===== config.mk =====
export PLATFORM = sky130hd
export DESIGN_NAME = lfsr_pos_counter
export DESIGN_NICKNAME = d
export VERILOG_FILES = /design/src/rtl/lfsr_pos_pkg.sv /design/src/rtl/lfsr_next_state.sv /design/src/rtl/lfsr_pattern_cmp.sv /design/src/rtl/lfsr_pos_counter.sv
export SDC_FILE = /design/constraint.sdc
export NUM_CORES = 1
export LEC_CHECK = 0
export CORE_AREA = 3 3 40 42
export DETAILED_ROUTE_END_ITERATION = 12
export DIE_AREA = 0 0 43 45
export PLACE_DENSITY_LB_ADDON = 0.25
export RECOVER_POWER = 25
export SYNTH_ARGS = -nofsm -noshare
export SYNTH_HDL_FRONTEND = slang
export SYNTH_SLANG_ARGS = --single-unit
export TNS_END_PERCENT = 5

===== constraint.sdc =====
create_clock -name clk -period 3.5 [get_ports clk]
set_clock_uncertainty 0.15 [all_clocks]
set_input_delay 0.35 -clock clk [delete_from_list [all_inputs] [get_ports clk]]
set_output_delay 0.35 -clock clk [all_outputs]
set_load 0.02 [all_outputs]

===== src/rtl/lfsr_pos_pkg.sv =====
package lfsr_pos_pkg;

  localparam int unsigned MIN_W = 4;
  localparam int unsigned MAX_W = 16;

  // Maximal-length tap masks, bit i means register bit i feeds the parity.
  function automatic logic [MAX_W-1:0] tap_mask(input int unsigned w);
    logic [MAX_W-1:0] m;
    case (w)
      4:       m = 16'h000C;
      5:       m = 16'h0014;
      6:       m = 16'h0030;
      7:       m = 16'h0060;
      8:       m = 16'h00B8;
      9:       m = 16'h0110;
      10:      m = 16'h0240;
      11:      m = 16'h0500;
      12:      m = 16'h0829;
      13:      m = 16'h100D;
      14:      m = 16'h2015;
      15:      m = 16'h6000;
      16:      m = 16'hD008;
      default: m = 16'h0000;
    endcase
    return m;
  endfunction

  // One forward step of the full-period sequence, evaluated at elaboration.
  function automatic logic [MAX_W-1:0] lfsr_advance(input logic [MAX_W-1:0] s,
                                                     input int unsigned w);
    logic [MAX_W-1:0] low_m;
    logic [MAX_W-1:0] full_m;
    logic             fb;
    low_m  = {MAX_W{1'b1}} >> (MAX_W - w + 1);
    full_m = {MAX_W{1'b1}} >> (MAX_W - w);
    fb     = (^(s & tap_mask(w))) ^ ((s & low_m) == '0);
    return ((s << 1) | {{(MAX_W-1){1'b0}}, fb}) & full_m;
  endfunction

  // Position-to-pattern translation: iterate from the seed.
  function automatic logic [MAX_W-1:0] pos_to_pattern(input int unsigned pos,
                                                       input int unsigned w);
    logic [MAX_W-1:0] s;
    s = {{(MAX_W-1){1'b0}}, 1'b1};
    for (int unsigned k = 0; k < pos; k++) s = lfsr_advance(s, w);
    return s;
  endfunction

endpackage


===== src/rtl/lfsr_next_state.sv =====
module lfsr_next_state
  import lfsr_pos_pkg::*;
#(
  parameter int unsigned WIDTH = 8
) (
  input  logic [WIDTH-1:0] cur,
  output logic [WIDTH-1:0] nxt
);

  localparam logic [MAX_W-1:0] MASK_ALL = tap_mask(WIDTH);
  localparam logic [WIDTH-1:0] MASK     = MASK_ALL[WIDTH-1:0];

  generate
    if (WIDTH < MIN_W || WIDTH > MAX_W) begin : g_width_bad
      $error("lfsr_next_state: WIDTH outside supported range");
    end
  endgenerate

  logic parity;
  logic low_zero;

  assign parity   = ^(cur & MASK);
  assign low_zero = (cur[WIDTH-2:0] == '0);
  assign nxt      = {cur[WIDTH-2:0], parity ^ low_zero};

endmodule


===== src/rtl/lfsr_pattern_cmp.sv =====
module lfsr_pattern_cmp
  import lfsr_pos_pkg::*;
#(
  parameter int unsigned WIDTH = 8,
  parameter int unsigned POS   = 0
) (
  input  logic [WIDTH-1:0] cur,
  output logic             eq
);

  localparam logic [MAX_W-1:0] PAT_ALL = pos_to_pattern(POS, WIDTH);
  localparam logic [WIDTH-1:0] PAT     = PAT_ALL[WIDTH-1:0];

  assign eq = (cur == PAT);

endmodule


===== src/rtl/lfsr_pos_counter.sv =====
module lfsr_pos_counter
  import lfsr_pos_pkg::*;
#(
  parameter int unsigned WIDTH     = 8,
  parameter int unsigned START_POS = 0,
  parameter int unsigned END_POS   = (1 << WIDTH) - 1,
  parameter int unsigned MATCH_POS = 0
) (
  input  logic             clk,
  input  logic             rst,
  input  logic             en,
  output logic [WIDTH-1:0] cnt_state,
  output logic             hit,
  output logic             wrap
);

  localparam logic [MAX_W-1:0] START_ALL = pos_to_pattern(START_POS, WIDTH);
  localparam logic [WIDTH-1:0] START_PAT = START_ALL[WIDTH-1:0];

  logic [WIDTH-1:0] step_nxt;
  logic             at_end;
  logic             at_mark;

  lfsr_next_state #(.WIDTH(WIDTH)) u_step (
    .cur (cnt_state),
    .nxt (step_nxt)
  );

  lfsr_pattern_cmp #(.WIDTH(WIDTH), .POS(END_POS)) u_end_cmp (
    .cur (cnt_state),
    .eq  (at_end)
  );

  lfsr_pattern_cmp #(.WIDTH(WIDTH), .POS(MATCH_POS)) u_mark_cmp (
    .cur (cnt_state),
    .eq  (at_mark)
  );

  always_ff @(posedge clk) begin
    if (rst) begin
      cnt_state <= START_PAT;
      wrap      <= 1'b0;
    end else begin
      wrap <= 1'b0;
      if (en) begin
        if (at_end) begin
          cnt_state <= START_PAT;
          wrap      <= 1'b1;
        end else begin
          cnt_state <= step_nxt;
        end
      end
    end
  end

  assign hit = at_mark;

endmodule


# Yosys cells after proc, flatten, opt, wreduce, memory -nomap -nowiden
# Cells that the tools add are included.
[classes] eq_ne=1 n_reduce_logical=4 muxes=2 n_bitwise=2
[ops] operator="8-bit by 1-bit == test with 1-bit output, second input constant" count=1
[ops] operator="8-bit logical NOT" count=1
[ops] operator="8-bit 2-to-1 mux" count=1
[ops] operator="8-bit parity" count=1
[ops] operator="7-bit logical NOT" count=1
[ops] operator="2-bit OR reduction" count=1
[ops] operator="1-bit 2-to-1 mux" count=1
[ops] operator="1-bit inverter" count=1
[ops] operator="1-bit XOR" count=1
[word_totals] register_bits=9 inputBits=3 elab_cells=11 out_inout_bits=10

# Longest topological paths before layout
# Gate-level depths: netlist (run 1).
[depth] depth_word=3 depth_mapped=6 depth_no_buf=6

# By module
# A second synthesis (run 1) with hierarchy kept.
[hier_totals] cells_unflattened=58 area_unflattened_um2=525.5
[modules_own_cells] mod="lfsr_pos_counter" cells_per_inst=37 instances=1 area_each_um2=367.9
[modules_own_cells] mod="lfsr_next_state" cells_per_inst=15 instances=1 area_each_um2=118.9
[modules_own_cells] mod="lfsr_pattern_cmp at u_mark_cmp" cells_per_inst=3 instances=1 area_each_um2=20.0
[modules_own_cells] mod="lfsr_pattern_cmp at u_end_cmp" cells_per_inst=3 instances=1 area_each_um2=18.8

# Least setup slack after synthesis (run 1)
# No wires, ideal clock.
[synth_timing] kind="register -> output" start="reg cnt_state[4]" end="out hit" path_buffers=0 arrival_ns=1.878 stages_incl_launch_ff=6 path_slack_ns=1.122 t_required_ns=3.000 cell_sequence="dfxtp_1 inv_1 ha_1 or4b_4 or2_2 nor3b_1"
[synth_between] elab_chain_len=1
[synth_rtl] item="start, declared" line_no="lfsr_pos_counter.sv:12" rtl="output logic [WIDTH-1:0] cnt_state,"
[synth_rtl] item="start signal, assigned" line_no="lfsr_pos_counter.sv:50" rtl="cnt_state <= step_nxt;"
[synth_rtl] item="8-bit by 1-bit == test with 1-bit output" line_no="lfsr_pattern_cmp.sv:14" rtl="assign eq = (cur == PAT);"
[synth_rtl] item="end, declared" line_no="lfsr_pos_counter.sv:13" rtl="output logic hit,"
# Every way passes these cells.

# Worst setup path in the final report (run 1)
# Ends and elaborated chain as after synthesis.

==> reports/qor.txt, run 1 <==
Number of cells traversed by the worst hold path: 2
Clock sink count: 9
Hold buffer count at cts: 0
Worst Reg-to-Reg Cells: 6
Crit. End Element: output port
Num CTS Buffers: 3
Port bufs: 12
Hold-critical path endpoint: cnt_state[5]
Overall power consumption: 230 uW
Layout cell share with drive strength beyond 1: 11.9%
Result of the run: completed
Number of max-cap violations: 0
Most numerous cell in the Yosys netlist: sky130_fd_sc_hd__dfxtp_1
Area inside the core boundary: 1280 sq um
Worst slew pin tran: 515 ps
Final cycle utilization of the critical path: 81.8%
Area post-placement: 551 sq um
Worst Hold Class: reg -> reg
Setup crit start kind: flop
Weighted congestion at the end of routability-driven global placement: 0.654
Number of levels the H-tree was split into: 1
Clock transition at the register clock pins on the worst setup and hold paths after CTS: 70 ps
Remaining DRCs: 0
Number of gates given a new drive strength after cts: 0
Count of non-filler cells in the finished layout: 74
Crit Reg-Reg Endpoint: cnt_state[6]
Number of max-slew violations in the final report: 0
Number of instances in the synthesized netlist: 45
Final-stage net count: 64
Total Die Area: 1940 sq um
Final HPWL from detailed placement: 547 microns
Floorplan die width: 43 microns
Post-synthesis async set-or-reset flop share: 0%
Pin count of the biggest net entering global routing: 14
Min-delay src: cnt_state[5]
Initial cell density of the core: 32.6%
Worst setup path class: reg -> out
Sequential cell area fraction in the yosys report: 43.0%
Arrival time worst endpoint: 2360 ps
Post-Syn Nets: 49
Placed insts: 70
Dominant cell type by area after synthesis: sky130_fd_sc_hd__dfxtp_1
Synth unique cells: 19
Number of synthesized flops with an enable pin: 0
Number of setup buffers added after CTS: 0
Router iterations before antenna repair: 3
Per-cell via count in the routed design: 4.68
Fraction of post-synthesis cell area in the top cell type by area: 43.0%
Total via count in the routed design: 346
Internal reg-to-reg setup slack: 1600 ps
Setup_tns: 0 ps
Global-route wire length before repair: 1.30 mm
Max-slew headroom at the worst pin: 65.5%
CTS tree: built
Clock tree buffer depth: 2
Floorplan die height: 45 microns
Routed Wire Length: 783 microns
Static Leakage: 0.218 nW
Layout-stage area growth over the synthesis result: 37.6%
CTS root buf: sky130_fd_sc_hd__clkbuf_4
Row Count: 13
Worst VDD drop: 0.178 mV
Final Critical Period: 2860 ps
Global route overflow: 0
Netlist Area Pre-Place: 419 sq um
Cells taking the most area after synthesis: sky130_fd_sc_hd__dfxtp_1 43%, sky130_fd_sc_hd__mux2i_1 12%, sky130_fd_sc_hd__nor2_1 5.4%
Final ANT Viol Nets: 0
Antenna violations before repair: 0
Top flip-flop cell by instance count after synthesis: sky130_fd_sc_hd__dfxtp_1
Clk_lat worst skew: 260 ps
Iteration-0 DRC Markers: 2
Total of warnings raised by yosys: 0
Number of endpoints failing setup at the final stage: 0
Critical R2R Launch: cnt_state[4]
Wire length per cell: 10.6 microns
I/O pins: 13
Util after Layout: 44.9%
Final hold violations: 0
Maximum frequency from static timing analysis: 0.349 GHz
Maximum fanout along the worst path: 4
Flops & latches, synth: 9
Via count of the first global-routing pass: 305
Number of diodes added for antenna fixing: 0
Unrepaired setup endpoints after global routing: false
Commonest cells in the netlist: 9 x sky130_fd_sc_hd__dfxtp_1, 6 x sky130_fd_sc_hd__nor2_1, 5 x sky130_fd_sc_hd__mux2i_1
Overall global routing resource usage: 9.02%
Req. time, crit path: 3000 ps
Area of all placed cells without fillers: 577 sq um
Power density over cell area: 398 nW/um^2
Mapped Avg Cell Area: 9.31 sq um
## logic make-up (layout without fill, tap and decap cells)
group,after synthesis,after routing,share of synthesized area [%]
AO/OA/AOI/OAI,7,7,10.7
adder cells (fa/ha/maj),1,1,2.98
AND/OR/NAND/NOR,16,16,23.9
flip-flops,9,9,43.0
XOR/XNOR,1,1,2.09
multiplexers,5,5,11.9
buffers and inverters,6,20,5.37
## cells in the final DEF (no fill, tap or decap), drive strengths merged, types with 2 or more instances in the layout
cell type,synthesis,final
a21oi,4,4
clkbuf,0,4
clkdlybuf4s50,0,11
dfxtp,9,9
inv,4,4
mux2i,5,5
nand2b,2,2
nand3,2,2
nor2,6,6
nor3b,2,2
## critical path: stages, from the launching register on
cell                              delay (ps)
sky130_fd_sc_hd__dfxtp_1                 330
sky130_fd_sc_hd__inv_1                    60
sky130_fd_sc_hd__ha_1                    130
sky130_fd_sc_hd__or4b_4                  470
sky130_fd_sc_hd__or2_2                   300
sky130_fd_sc_hd__nor3b_1                 190
sky130_fd_sc_hd__clkdlybuf4s50_1         630
## registers in the layout, summed over array words and instances (netlist names)
name,cells
wrap,1
cnt_state,8
## per-layer routing
metal	global-route usage [%]	wire length, microns	vias up	part of all wire, %
met3	2.39	33	0	4.2
met2	13.8	361	6	46
met4	5.42	0	0	0
li1	-	-	184	-
met5	0	0	-	0
met1	11.4	388	156	50
## final cells by class
class	count	area [sq um]
fill	132	708
multi-input combinational	30	216
sequential	9	180
timing repair buffer	12	120
clock buffer	4	26.3
tap	15	18.8
inverter	4	15.0
## where the power goes
group / internal (mW) / switching (mW) / total, mW
Combinational: 0.0205 / 0.0185 / 0.0390
Sequential: 0.106 / 0.00489 / 0.111
Clock: 0.0438 / 0.0359 / 0.0798
Total: 0.170 / 0.0593 / 0.230
## worst max-delay path by stage
| stage | slack [ps] | to | cells after the start | start |
|---|---|---|---|---|
| 2_1_floorplan | 1120 | hit | 5 | cnt_state[4] |
| 3_3_place_gp | 930 | hit | 6 | cnt_state[4] |
| 3_5_place_dp | 910 | hit | 6 | cnt_state[4] |
| 4_1_cts | 630 | hit | 6 | cnt_state[4] |
| 5_1_grt | 500 | hit | 6 | cnt_state[5] |
| 6_report | 640 | hit | 6 | cnt_state[4] |
## metrics by stage
step	hold slack [ps]	setup slack, ps
after CTS	353	626
after global placement	348	926
after detailed placement	342	914
final	352	637
after global routing	390	502
after floorplan	378	1120
Power figures use the tool's default switching activity.
==> run 2: changes to the inputs <==
- clock period: 3.5 -> 3 ns (I/O delays scaled with it)
==> reports/qor.txt, run 2 (synthesized netlist as in run 1, its figures left out) <==
Result of the run: completed
Final cycle utilization of the critical path: 93.9%
Floorplan die width: 43 microns
Number of setup buffers added after CTS: 0
Static Leakage: 0.221 nW
Net switching share of the total power: 27.0%
Worst Hold Slack: 356 ps
Total via count in the routed design: 338
Setup_tns: 0 ps
Weighted congestion at the end of routability-driven global placement: 0.671
Sum of met2 wire segment lengths after detailed routing: 368 microns
Port bufs: 12
Area inside the core boundary: 1280 sq um
Number of levels the H-tree was split into: 1
Global route overflow: 0
Most used cells in the layout excluding fill and tap cells: 11 x sky130_fd_sc_hd__clkdlybuf4s50_1, 9 x sky130_fd_sc_hd__dfxtp_1, 6 x sky130_fd_sc_hd__nor2_1
Clk_lat worst skew: 260 ps
Worst setup path class: reg -> out
CTS tree: built
Number of max-cap violations: 0
Worst slew pin tran: 540 ps
Layout-stage area growth over the synthesis result: 37.9%
Arrival time worst endpoint: 2370 ps
Hold buffer count at cts: 0
Placed insts: 70
Final HPWL from detailed placement: 588 microns
Top layer reached by signal wires: met4
Final hold violations: 0
Number of endpoints failing setup at the final stage: 0
Setup crit start kind: flop
Routed Wire Length: 853 microns
Int Power: 197 uW
Unrepaired setup endpoints after global routing: false
I/O pins: 13
Overall global routing resource usage: 10.5%
Worst Hold Class: reg -> reg
Remaining DRCs: 0
Iteration-0 DRC Markers: 2
Clock transition at the register clock pins on the worst setup and hold paths after CTS: 60 ps
Max-slew headroom at the worst pin: 63.9%
Detailed-routed wire length on met3: 67 microns
Layout cell share with drive strength beyond 1: 13.6%
CTS root buf: sky130_fd_sc_hd__clkbuf_4
Flip-flop count of the largest register, all copies and words added: 8
Largest register by flop count: cnt_state
Final Critical Period: 2820 ps
Clock tree buffer depth: 2
Clock Power Share: 34.9%
Row Count: 13
Global-route wire length before repair: 1.46 mm
Clock sink count: 9
Most frequent standard cell in the layout excluding fill and tap cells: sky130_fd_sc_hd__clkdlybuf4s50_1
Number of diodes added for antenna fixing: 0
Switching power: 72.6 uW
Wire length per cell: 11.5 microns
Antenna violations before repair: 0
Maximum frequency from static timing analysis: 0.355 GHz
Final-stage net count: 64
Final ANT Viol Nets: 0
Via count of the first global-routing pass: 310
Per-cell via count in the routed design: 4.57
Top flop regs: cnt_state: 8 flops, wrap: 1 flops
Pin count of the biggest net entering global routing: 14
Reg power frac: 48.0%
Worst VDD drop: 0.236 mV
Number of max-slew violations in the final report: 0
Total Die Area: 1940 sq um
Req. time, crit path: 2550 ps
Power density over cell area: 466 nW/um^2
Number of gates given a new drive strength after cts: 0
Num CTS Buffers: 3
Count of non-filler cells in the finished layout: 74
Router iterations before antenna repair: 4
Floorplan die height: 45 microns
Crit. End Element: output port
Combinational share of power: 17.1%
M1 WL: 403 microns
Maximum fanout along the worst path: 4
Initial cell density of the core: 32.6%
-- run 2: per-layer routing --
layer,track usage [%],vias up
met5,0,-
met4,5.42,0
met3,6.77,2
met2,15.0,11
met1,12.2,141
li1,-,184
-- run 2: path summary, 6_finish.rpt --
check	startpoint	end	slack [ps]	cells past startpoint
min	cnt_state[5]	cnt_state[5]	360	2
max	cnt_state[4]	hit	180	6
min reg2reg	cnt_state[5]	cnt_state[5]	360	2
max reg2reg	cnt_state[4]	cnt_state[5]	1110	6
-- run 2: worst max-delay path: stages, from the launching register on --
cell                              delay, ps
sky130_fd_sc_hd__dfxtp_1                330
sky130_fd_sc_hd__inv_1                   60
sky130_fd_sc_hd__ha_1                   120
sky130_fd_sc_hd__or4b_4                 470
sky130_fd_sc_hd__or2_2                  300
sky130_fd_sc_hd__nor3b_1                190
sky130_fd_sc_hd__clkdlybuf4s50_1        630
-- run 2: power by group through the flow --
stage | sequential, mW | combinational, mW | clock [mW]
after floorplan | 0.136 | 0.0244 | 0
after global placement | 0.132 | 0.0463 | 0
after detailed placement | 0.132 | 0.0464 | 0
after CTS | 0.129 | 0.0467 | 0.0987
after global routing | 0.130 | 0.0502 | 0.107
final | 0.129 | 0.0460 | 0.0940
-- run 2: through the flow --
stage	setup WS, ps	total power, mW	util, %	instance area (sq um)
floorplan	672	0.160	-	419
global placement	479	0.178	42.8	551
detailed placement	470	0.178	42.8	551
CTS	165	0.275	45.0	578
global route	33.7	0.287	45.0	578
finish	183	0.269	45.0	578
-- run 2: layout make-up --
type	count	area, sq um
fill	126	707
multi-input combinational	30	216
sequential	9	180
timing repair buffer	12	120
clock buffer	3	22.5
tap	15	18.8
inverter	4	15.0
clock inverter	1	5.00
==> run 3: changes to the inputs <==
- PLACE_DENSITY: unset -> 0.55
- PLACE_DENSITY_LB_ADDON: 0.25 -> unset
==> reports/qor.txt, run 3 (synthesized netlist as in run 1, its figures left out) <==
Result of the run: completed
Worst slew pin tran: 527 ps
Final ANT Viol Nets: 0
Wire length per cell: 10.7 microns
Pin count of the biggest net entering global routing: 14
Fill cell instance count of the final layout: 139
Worst setup path class: reg -> out
Post-Place Worst Slack: 451 ps
CTS tree: built
Via count of the first global-routing pass: 312
Clock sink count: 9
Crit path cell chain: inv_1 -> ha_1 -> or4b_4 -> or2_2 -> nor3b_1 -> clkdlybuf4s50_1
Req. time, crit path: 2550 ps
Area inside the core boundary: 1280 sq um
Worst VDD drop: 0.186 mV
Top flop regs: cnt_state: 8 flops, wrap: 1 flops
Setup crit start kind: flop
Static Leakage: 0.218 nW
Reg power frac: 48.7%
Worst Hold Class: reg -> reg
Floorplan die height: 45 microns
Port bufs: 12
Final-stage net count: 64
Arrival time worst endpoint: 2360 ps
Final cycle utilization of the critical path: 93.8%
Routed Wire Length: 790 microns
Power density over cell area: 461 nW/um^2
Clock Power Share: 34.2%
Global-route wire length before repair: 1.33 mm
Max-slew headroom at the worst pin: 64.7%
Per-cell via count in the routed design: 4.78
Clk_lat worst skew: 250 ps
Number of max-cap violations: 0
Switching power: 67.4 uW
Number of gates given a new drive strength after cts: 0
Clock transition at the register clock pins on the worst setup and hold paths after CTS: 60 ps
Dominant delay contributor by cell family on the critical path: simple AND/OR/NAND/NOR gates
Weighted congestion at the end of routability-driven global placement: 0.708
I/O pins: 13
Critical path buffer and inverter count: 2
Maximum fanout along the worst path: 4
Int Power: 199 uW
Final hold violations: 0
Final Critical Period: 2810 ps
Unrepaired setup endpoints after global routing: false
Largest register by flop count: cnt_state
Flip-flop count of the largest register, all copies and words added: 8
Layout-stage area growth over the synthesis result: 37.6%
Total Die Area: 1940 sq um
Overall global routing resource usage: 9.92%
Total via count in the routed design: 354
Most frequent standard cell in the layout excluding fill and tap cells: sky130_fd_sc_hd__clkdlybuf4s50_1
Layout cell share with drive strength beyond 1: 11.9%
Number of diodes added for antenna fixing: 0
Global route overflow: 0
Maximum frequency from static timing analysis: 0.355 GHz
Number of setup buffers added after CTS: 0
Crit. End Element: output port
Most used cells in the layout excluding fill and tap cells: 11 x sky130_fd_sc_hd__clkdlybuf4s50_1, 9 x sky130_fd_sc_hd__dfxtp_1, 6 x sky130_fd_sc_hd__nor2_1
Initial cell density of the core: 32.6%
Net switching share of the total power: 25.3%
Hold buffer count at cts: 0
Number of levels the H-tree was split into: 1
Number of max-slew violations in the final report: 0
Floorplan die width: 43 microns
Row Count: 13
Smallest setup slack after layout: 186 ps
Remaining DRCs: 0
Num CTS Buffers: 3
Router iterations before antenna repair: 2
CTS root buf: sky130_fd_sc_hd__clkbuf_4
Iteration-0 DRC Markers: 4
Setup_tns: 0 ps
Library cell contributing the largest single delay on the critical path: sky130_fd_sc_hd__clkdlybuf4s50_1
Number of endpoints failing setup at the final stage: 0
Combinational share of power: 17.1%
Stage delay of the slowest cell on the critical path: 630 ps
Clock tree buffer depth: 2
Antenna violations before repair: 0
## run 3: changes by cell type in the layout (fill, tap and decap cells not counted), sizes merged
| cell | change |
|---|---|
| clkinv | -1 |
| clkbuf | +1 |
## run 3: path summary, 6_finish.rpt
| kind | from | to | slack [ps] | cells past startpoint |
|---|---|---|---|---|
| hold / removal | cnt_state[5] | cnt_state[5] | 350 | 2 |
| hold reg to reg | cnt_state[5] | cnt_state[5] | 350 | 2 |
| setup reg to reg | cnt_state[4] | cnt_state[6] | 1120 | 6 |
| setup / recovery | cnt_state[4] | hit | 190 | 6 |
## run 3: layout make-up
class / count / area (sq um) / share of cell area, %
repair buffers: 12 / 120 / 20.8
multi-input cells: 30 / 216 / 37.5
flip-flops and latches: 9 / 180 / 31.2
well taps: 15 / 18.8 / 3.25
inverters: 4 / 15.0 / 2.60
clock buffers: 4 / 26.3 / 4.56
## run 3: routing by layer
layer / global-route usage (%) / vias to the layer above / routed length (microns)
met1: 11.8 / 158 / 393
met3: 5.18 / 2 / 47
li1: - / 184 / -
met4: 9.04 / 0 / 19
met5: 0 / - / 0
met2: 12.6 / 10 / 330
## run 3: worst register-to-register path: stages, from the launching register on
cell and delay (ps):
sky130_fd_sc_hd__dfxtp_1 330, sky130_fd_sc_hd__inv_1 60, sky130_fd_sc_hd__ha_1 120, sky130_fd_sc_hd__or4b_4 470, sky130_fd_sc_hd__or4_4 450, sky130_fd_sc_hd__nand3_1 100
sky130_fd_sc_hd__a21oi_1 70
## run 3: power groups by stage
stage	registers (mW)	logic [mW]	clock network (mW)
after floorplan	0.136	0.0244	0
after global placement	0.132	0.0464	0
after detailed placement	0.132	0.0460	0
after CTS	0.129	0.0466	0.0980
after global routing	0.130	0.0492	0.107
final	0.129	0.0456	0.0910
## run 3: per-stage QoR
stage | util, % | area, sq um | std cells | power (mW) | hold WS, ps
floorplan | - | 419 | 45 | 0.160 | 328
global placement | 42.8 | 551 | 70 | 0.179 | 346
detailed placement | 42.8 | 551 | 70 | 0.178 | 346
CTS | 44.9 | 577 | 74 | 0.274 | 355
global route | 44.9 | 577 | 74 | 0.286 | 370
finish | 44.9 | 577 | 74 | 0.266 | 347
